File: config.mk
export PLATFORM = sky130hd
export DESIGN_NAME = inbound_window_decoder
export DESIGN_NICKNAME = d
export VERILOG_FILES = /design/src/rtl/iwd_pkg.sv /design/src/rtl/iwd_regs.sv /design/src/rtl/iwd_match.sv /design/src/rtl/iwd_prio.sv /design/src/rtl/inbound_window_decoder.sv
export SDC_FILE = /design/constraint.sdc
export NUM_CORES = 1
export LEC_CHECK = 0
export BUFFER_PORTS_ARGS = -buffer_cell sky130_fd_sc_hd__buf_2
export CORE_MARGIN = 2
export CORE_UTILIZATION = 35
export DETAILED_ROUTE_END_ITERATION = 8
export GPL_TIMING_DRIVEN = 0
export PLACE_DENSITY = 0.63
export SKIP_LAST_GASP = 1
export SLEW_MARGIN = 20
export SYNTH_ARGS = -nofsm -noshare
export SYNTH_HDL_FRONTEND = slang
export SYNTH_SLANG_ARGS = --single-unit
export TNS_END_PERCENT = 20
File: constraint.sdc
create_clock -name clk -period 3.8 [get_ports clk]
set_input_delay 0.76 -clock clk [delete_from_list [all_inputs] [get_ports clk]]
set_output_delay 0.76 -clock clk [all_outputs]
set_load 0.1 [all_outputs]
File: src/rtl/iwd_pkg.sv
package iwd_pkg;
   // Default geometry of the window configuration word
   localparam int unsigned IWD_ADDR_W   = 32;
   localparam int unsigned IWD_NUM_WIN  = 3;
   localparam int unsigned IWD_SEL_W    = 2;
   localparam int unsigned IWD_BASE_LSB = 20;
   localparam int unsigned IWD_CODE_LSB = 16;
   localparam int unsigned IWD_CODE_W   = 4;
   localparam int unsigned IWD_MAX_CODE = 11;
endpackage

File: src/rtl/iwd_regs.sv
module iwd_regs #(
   parameter int unsigned ADDR_W   = iwd_pkg::IWD_ADDR_W,
   parameter int unsigned NUM_WIN  = iwd_pkg::IWD_NUM_WIN,
   parameter int unsigned SEL_W    = iwd_pkg::IWD_SEL_W,
   parameter int unsigned CODE_LSB = iwd_pkg::IWD_CODE_LSB,
   localparam int unsigned KEEP_W  = ADDR_W - CODE_LSB
) (
   input  logic                              clk,
   input  logic                              rst_n,
   input  logic                              we_i,
   input  logic [SEL_W-1:0]                  sel_i,
   input  logic [ADDR_W-1:0]                 wdata_i,
   output logic [NUM_WIN-1:0][KEEP_W-1:0]    cfg_q
);

   // Bits below the size field carry nothing the decoder uses
   logic unused_lo;
   assign unused_lo = ^wdata_i[CODE_LSB-1:0];

   for (genvar w = 0; w < NUM_WIN; w++) begin : g_word
      always_ff @(posedge clk or negedge rst_n) begin
         if (!rst_n) begin
            cfg_q[w] <= '0;
         end else if (we_i && (32'(sel_i) == w)) begin
            cfg_q[w] <= wdata_i[ADDR_W-1:CODE_LSB];
         end
      end

      assert_write_R2 : assert property (@(posedge clk) disable iff (!rst_n)
         (we_i && (32'(sel_i) == w)) |=> (cfg_q[w] == $past(wdata_i[ADDR_W-1:CODE_LSB])));
   end

   assert_bad_sel_R3 : assert property (@(posedge clk) disable iff (!rst_n)
      (!we_i || (32'(sel_i) >= NUM_WIN)) |=> $stable(cfg_q));

endmodule

File: src/rtl/iwd_match.sv
module iwd_match #(
   parameter int unsigned ADDR_W   = iwd_pkg::IWD_ADDR_W,
   parameter int unsigned BASE_LSB = iwd_pkg::IWD_BASE_LSB,
   parameter int unsigned CODE_W   = iwd_pkg::IWD_CODE_W,
   parameter int unsigned MAX_CODE = iwd_pkg::IWD_MAX_CODE
) (
   input  logic [ADDR_W-BASE_LSB-1:0] base_i,
   input  logic [CODE_W-1:0]          code_i,
   input  logic [ADDR_W-1:0]          addr_i,
   output logic                       hit_o,
   output logic [ADDR_W-1:0]          offs_o
);

   logic [ADDR_W-1:0] span_mask;   // ones over the in-window offset bits
   logic [ADDR_W-1:0] base_full;
   logic              code_ok;

   always_comb begin
      for (int i = 0; i < int'(ADDR_W); i++) begin
         span_mask[i] = (i < (int'(BASE_LSB) + int'(code_i)));
      end
   end

   assign code_ok   = (int'(code_i) <= int'(MAX_CODE));
   assign base_full = {base_i, {BASE_LSB{1'b0}}};
   assign hit_o     = code_ok && (((addr_i ^ base_full) & ~span_mask) == '0);
   assign offs_o    = addr_i & span_mask;

endmodule

File: src/rtl/iwd_prio.sv
module iwd_prio #(
   parameter int unsigned ADDR_W  = iwd_pkg::IWD_ADDR_W,
   parameter int unsigned NUM_WIN = iwd_pkg::IWD_NUM_WIN,
   parameter int unsigned SEL_W   = iwd_pkg::IWD_SEL_W
) (
   input  logic [NUM_WIN-1:0]             hit_vec_i,
   input  logic [NUM_WIN-1:0][ADDR_W-1:0] offs_vec_i,
   output logic                           miss_o,
   output logic [SEL_W-1:0]               idx_o,
   output logic [ADDR_W-1:0]              xlat_o
);

   assign miss_o = ~|hit_vec_i;

   if (NUM_WIN == 1) begin : g_single
      assign idx_o  = '0;
      assign xlat_o = hit_vec_i[0] ? offs_vec_i[0] : '0;
   end else begin : g_chain
      // Walk from the top so the lowest matching index is applied last
      always_comb begin
         idx_o  = '0;
         xlat_o = '0;
         for (int w = int'(NUM_WIN) - 1; w >= 0; w--) begin
            if (hit_vec_i[w]) begin
               idx_o  = SEL_W'(w);
               xlat_o = offs_vec_i[w];
            end
         end
      end
   end

endmodule

File: src/rtl/inbound_window_decoder.sv
module inbound_window_decoder #(
   parameter int unsigned ADDR_W   = iwd_pkg::IWD_ADDR_W,
   parameter int unsigned NUM_WIN  = iwd_pkg::IWD_NUM_WIN,
   parameter int unsigned SEL_W    = iwd_pkg::IWD_SEL_W,
   parameter int unsigned BASE_LSB = iwd_pkg::IWD_BASE_LSB,
   parameter int unsigned CODE_LSB = iwd_pkg::IWD_CODE_LSB,
   parameter int unsigned CODE_W   = iwd_pkg::IWD_CODE_W,
   parameter int unsigned MAX_CODE = iwd_pkg::IWD_MAX_CODE
) (
   input  logic              clk,
   input  logic              rst_n,
   input  logic              cfg_we,
   input  logic [SEL_W-1:0]  cfg_sel,
   input  logic [ADDR_W-1:0] cfg_wdata,
   input  logic [ADDR_W-1:0] bus_addr,
   output logic              win_miss,
   output logic [SEL_W-1:0]  win_idx,
   output logic [ADDR_W-1:0] host_addr
);

   localparam int unsigned KEEP_W  = ADDR_W - CODE_LSB;
   localparam int unsigned BASE_OF = BASE_LSB - CODE_LSB;

   // Elaboration-time parameter checks
   if (NUM_WIN < 1 || (2 ** SEL_W) < NUM_WIN) begin : g_bad_count
      $error("window count does not fit the select width");
   end
   if (CODE_LSB + CODE_W != BASE_LSB) begin : g_bad_fields
      $error("size field must sit directly below the base field");
   end
   if (BASE_LSB + MAX_CODE >= ADDR_W) begin : g_bad_span
      $error("largest window must leave at least one compared bit");
   end
   if (MAX_CODE >= (2 ** CODE_W)) begin : g_bad_code
      $error("largest size code does not fit the size field");
   end

   logic [NUM_WIN-1:0][KEEP_W-1:0] cfg_q;
   logic [NUM_WIN-1:0]             hit_vec;
   logic [NUM_WIN-1:0][ADDR_W-1:0] offs_vec;

   iwd_regs #(
      .ADDR_W(ADDR_W), .NUM_WIN(NUM_WIN), .SEL_W(SEL_W), .CODE_LSB(CODE_LSB)
   ) u_regs (
      .clk(clk), .rst_n(rst_n), .we_i(cfg_we), .sel_i(cfg_sel),
      .wdata_i(cfg_wdata), .cfg_q(cfg_q)
   );

   for (genvar w = 0; w < NUM_WIN; w++) begin : g_win
      iwd_match #(
         .ADDR_W(ADDR_W), .BASE_LSB(BASE_LSB), .CODE_W(CODE_W), .MAX_CODE(MAX_CODE)
      ) u_match (
         .base_i(cfg_q[w][KEEP_W-1:BASE_OF]),
         .code_i(cfg_q[w][CODE_W-1:0]),
         .addr_i(bus_addr),
         .hit_o(hit_vec[w]),
         .offs_o(offs_vec[w])
      );

      assert_illegal_code_R5 : assert property (@(posedge clk) disable iff (!rst_n)
         (int'(cfg_q[w][CODE_W-1:0]) > int'(MAX_CODE)) |-> !hit_vec[w]);
   end

   iwd_prio #(
      .ADDR_W(ADDR_W), .NUM_WIN(NUM_WIN), .SEL_W(SEL_W)
   ) u_prio (
      .hit_vec_i(hit_vec), .offs_vec_i(offs_vec),
      .miss_o(win_miss), .idx_o(win_idx), .xlat_o(host_addr)
   );

   // Windows numbered below the reported one
   logic [NUM_WIN-1:0] below_sel;
   logic [CODE_W-1:0]  win_code;
   always_comb begin
      below_sel = (NUM_WIN'(1) << win_idx) - NUM_WIN'(1);
      win_code  = cfg_q[win_idx][CODE_W-1:0];
   end

   assert_lowest_wins_R6 : assert property (@(posedge clk) disable iff (!rst_n)
      !win_miss |-> (hit_vec[win_idx] && ((hit_vec & below_sel) == '0)));

   assert_miss_zero_R7 : assert property (@(posedge clk) disable iff (!rst_n)
      win_miss |-> (hit_vec == '0 && win_idx == '0 && host_addr == '0));

   assert_offset_span_R8 : assert property (@(posedge clk) disable iff (!rst_n)
      !win_miss |-> ((host_addr[BASE_LSB-1:0] == bus_addr[BASE_LSB-1:0]) &&
                     ((host_addr >> (int'(BASE_LSB) + int'(win_code))) == '0)));

endmodule

# After elaboration in Yosys (flattened, before gate mapping)
# Cells that the tools add are included.
[totals]
ff_bits = 48
input_bits = 69
out_inout_bits = 35
elab_cells = 137
[op_classes]
addsub = 3
order_cmp = 99
n_eq_ne = 2
muxes = 6
bitwise = 12
reduce_logical = 12
[ops]
columns = ["cell", "n"]
rows = [
  ["$lt 6x32->1 const A", 48],
  ["$lt 5x32->1 const A", 24],
  ["$lt 4x32->1 const A", 12],
  ["$and 32x32->32", 6],
  ["$lt 3x32->1 const A", 6],
  ["$logic_not 32->1", 3],
  ["$lt 2x32->1 const A", 3],
  ["$mux 32", 3],
  ["$not 32->32", 3],
  ["$xor 32x32->32", 3],
  ["$add 5x4->6 const A", 3],
  ["$lt 1x6->1 const A", 3],
  ["$le 4x4->1 const B", 3],
  ["$logic_and 1x1->1", 6],
  ["$mux 2", 3],
  ["$reduce_or 3->1", 1],
  ["$eq 2x1->1 const B", 1],
  ["$eq 2x2->1 const B", 1],
  ["$logic_not 2->1", 1],
  ["$logic_not 1->1", 1],
]

# Depth between registers and ports, before layout
[depth]
ltp_word = 9
depth_mapped = 10
depth_no_buf = 8

# Modules after synthesis
# A second synthesis with hierarchy kept.
[unflattened]
cells_unflattened = 479
area_unflattened_um2 = 4648.2
[modules_own_cells]
columns = ["mod", "n_inst", "cells_each", "area_each_um2", "seq_area_each_um2"]
rows = [
  ["iwd_regs", 1, 102, 1815.5, 1201.2],
  ["iwd_match", 3, 76, 545.5, 0.0],
  ["iwd_prio", 1, 149, 1196.1, 0.0],
]

# Worst setup path after synthesis
# No wires, ideal clock.
[synth_path]
path_kind = "input to output"
from = "input bus_addr[22]"
to = "output host_addr[26]"
arrival_ns = 4.340
required_ns = 3.040
slack_ns = -1.300
stages = 7
path_buffers = 1
cell_sequence = "xor2_1 -> a311o_1 -> a2111oi_1 -> and4_1 -> buf_2 -> a21oi_1 -> a211oi_1"
[synth_via]
elab_chain_len = 7
elab_cells_between_ends = 15
classes_between = "mux (3); bitwise (6); reduce/logical (6)"
[synth_rtl]
columns = ["element", "line_no", "rtl"]
rows = [
  ["start: declaration", "inbound_window_decoder.sv:15", "input logic [ADDR_W-1:0] bus_addr,"],
  ["$xor 32x32->32", "iwd_match.sv:26", "assign hit_o = code_ok && (((addr_i ^ base_full) & ~span_mask) == '0);"],
  ["$and 32x32->32", "iwd_match.sv:26", ""],
  ["$logic_not 32->1", "iwd_match.sv:26", ""],
  ["$logic_and 1x1->1", "iwd_match.sv:26", ""],
  ["$mux 32 (2 in series)", "iwd_prio.sv:24", "if (hit_vec_i[w]) begin"],
  ["$mux 32 *", "iwd_prio.sv:24", ""],
  ["end: declaration", "inbound_window_decoder.sv:18", "output logic [ADDR_W-1:0] host_addr"],
]
# Mark *: on every way between the ends. The rest lies on a longest branch, timed or not.

# Worst setup path in the final report
# Same ends and word-level chain as after synthesis.

==> key figures <==
Outcome
  – Status: finished, violations left
  – Failing checks: negative setup slack

Die
  – Die H: approximately 100 µm
  – Initial Utilization: 0.358
  – Die Wd: 104 µm
  – Full die area: 10700 µm²
  – I/O pins: ~100
  – Core footprint: approximately 9700 µm²
  – # rows: 36

Layout
  – Multi-input logic area: 2170 µm²
  – Commonest non-fill, non-tap cells in the layout: buf_2 (56), dfrtp_1 (48), mux2_2 (46)
  – Biggest regs: u_regs.cfg_q x48
  – Register area: between 1000 and 1500 µm²
  – Largest register FFs: 48
  – Share of layout cells above drive strength 1: 0.457
  – Nets: roughly 520
  – Final instance area: ~4400 µm²
  – Fill count: ~930
  – Commonest non-fill, non-tap cell in the layout: buf_2
  – Largest reg by FF count: u_regs.cfg_q
  – ANT cells: 0
  – Synth-to-Final Area Change: 27.6%

STA
  – Final Slew Violations: 0
  – Hold Fails Final Rpt: 0
  – Slew headroom: 0.457
  – Tcrit/Tclk final: 1.01
  – Post-layout minimum cycle time: about 3800 ps
  – Fin Hold WS: around 470 ps
  – Setup-failing EPs final: 2
  – Final WS setup: -34.1 ps
  – Slew @ Worst Pin: slightly above 800 ps
  – Max frequency: 0.261 GHz
  – Unrepaired setup endpoints after global routing: true
  – Final Skew: 0 ps

Global routing
  – Vias in the first global route: 2976
  – Largest net degree at the start of global routing: 49
  – GRT Total Usage: 0.180
  – GRT overflow: 0
  – First-pass GRT wire length: around 16000 µm
  – Antenna violations before repair: 0

Synthesis
  – Synthesized cell area: 3470 µm²
  – Mean cell area of the mapped netlist: just over 10 µm²
  – Mapped Nets: approximately 420
  – EDFF count, synth: 0
  – Synth unique cells: 53
  – Area share of the largest cell type after synthesis: 0.346
  – Post-synth top flop: dfrtp_1
  – Synth warnings: 0
  – Synth async-reset ratio: 1.00
  – Mapped Cells: between 300 and 400
  – Yosys reg bits: 48
  – Synth top area cells: dfrtp_1 (35%), mux2_2 (15%), ha_1 (6.1%), xor2_1 (5.0%), and2_4 (4.8%)
  – Dominant cell type by area after synthesis: dfrtp_1
  – Post-synthesis sequential area ratio: 0.346

Detailed routing
  – Vias per cell: between 5 and 6
  – Wirelength per Cell: ~17 µm
  – Initial DRC count: 178
  – Drt pass-1 iters: 4
  – Via count: between 2000 and 3000
  – DRC violations left: 0
  – Final ANT Viol Nets: 0
  – Wirelength, routed: 9730 µm

Pwr
  – Power Density: ~500 nW/µm²
  – Pleak: ~2.0 nW
  – VDD IR max: approximately 0.00017 V

Worst setup path
  – Startpoint Class: primary input
  – CP required: approximately 3000 ps
  – Critical path class: primary input to primary output
  – Max Fanout on Critical Path: 10
  – Kind of end point of the critical path: primary output
  – Crit path arrival time: roughly 3000 ps

Placed design
  – Area after DPL: between 4000 and 5000 µm²
  – Port bufs: 84
  – RePlAce Congestion: around 0.9
  – Dpl hpwl: between 7000 and 8000 µm

Clock tree
  – Clk slew on worst S/H paths: 90 ps
  – Clock sinks: 48
  – CTS Buf Count: 5
  – H-tree depth: 2
  – Worst-Skew Late Latency: 300 ps
  – CTS Root Cell: clkbuf_8
  – CTS tree: yes
  – Clk buf depth: 2

Flow run
  – Max-cap check violation count: 0

Hold path
  – Worst hold-check path type: primary input to async pin
## layout make-up
cell class,instances,area share
plain buffers,19,0.0271
clock buffers,7,0.0217
inverters,14,0.0119
multi-input cells,255,0.490
flip-flops and latches,48,0.271
well taps,133,0.0376
repair buffers,88,0.141
## path summary, 6_finish.rpt
path	start	cells after the start	endpoint	slack, ps
worst max-delay path	bus_addr[22]	9	host_addr[26]	-30
worst min register to register	u_regs.cfg_q[31]$_DFFE_PN0P_	1	u_regs.cfg_q[31]$_DFFE_PN0P_	530
worst min-delay path	rst_n	1	u_regs.cfg_q[36]$_DFFE_PN0P_	470
max in group asynchronous	rst_n	1	u_regs.cfg_q[12]$_DFFE_PN0P_	2910
worst max register to register	u_regs.cfg_q[1]$_DFFE_PN0P_	2	u_regs.cfg_q[1]$_DFFE_PN0P_	2820
min in group clk	u_regs.cfg_q[31]$_DFFE_PN0P_	1	u_regs.cfg_q[31]$_DFFE_PN0P_	530
## where the power goes
| group | total (mW) | internal, mW | switching [mW] |
|---|---|---|---|
| registers | 0.684 | 0.607 | 0.0769 |
| logic | 1.23 | 0.451 | 0.776 |
| clock network | 0.331 | 0.162 | 0.168 |
## Yosys cell counts, types with 2 or more instances
cell,number
a31oi_1,7
nor2b_1,3
o21a_1,2
or3b_1,2
a21boi_0,2
nor2_1,6
clkbuf_1,9
xnor2_1,16
a21o_1,4
nand3_1,7
nand2_1,11
nand4b_1,2
and2_4,19
a21bo_2,4
nand4_1,3
ha_1,17
buf_2,7
o21ai_0,10
a211oi_1,4
mux2_2,46
nor3b_1,3
nand3b_1,6
inv_1,14
a311o_1,2
buf_6,4
dfrtp_1,48
a21oi_1,17
nand2b_1,7
nor3_1,5
and2_1,3
xor2_1,20
o2bb2ai_1,4
o31ai_1,3
## metal layers
metal  up-vias  global-route usage  share of wire
met3        15              0.0264          0.052
met2       101               0.312           0.51
met4         0              0.0676          0.021
li1       1384                   -              -
met1      1397               0.228           0.42
met5         -                   0              0
## stage by stage
stage,setup TNS [ps],cells,utilization,power [mW],setup slack (ps)
6_report,-46.4,564,0.457,2.24,-34.1
3_3_place_gp,-794,554,0.424,1.81,-170
3_5_place_dp,-921,554,0.424,1.83,-180
2_1_floorplan,-2570,337,-,1.59,-499
5_1_grt,-820,564,0.457,2.36,-123
4_1_cts,-538,560,0.438,2.18,-31.6
## worst max-delay path, cell delays in order
cell and delay (ps):
buf_2 140, xor2_1 170, a311o_1 380, a2111oi_1 370, and4_2 360, clkbuf_4 240, a21oi_1 70, a211oi_2 300
buf_6 270
## logic make-up (layout without fill, tap and decap cells)
kind of cell	count (synthesis)	after routing	synth area share
AOI/OAI and AO/OA	73	73	0.149
xor gates and xnor gates	36	36	0.0908
adders and majority gates	17	17	0.0613
buffers and inverters	34	128	0.0479
DFF	48	48	0.346
muxes	46	46	0.149
and+or+nand+nor	83	83	0.156
## repair_timing
action                     CTS  global route
gates resized for setup     16            75
hold buffers                 0             0
cloned                       0             0
setup endpoints to repair   32            35
buffers inserted             0             4
pin swaps                    0             3
No activity file was read; power rests on OpenSTA's default activity.
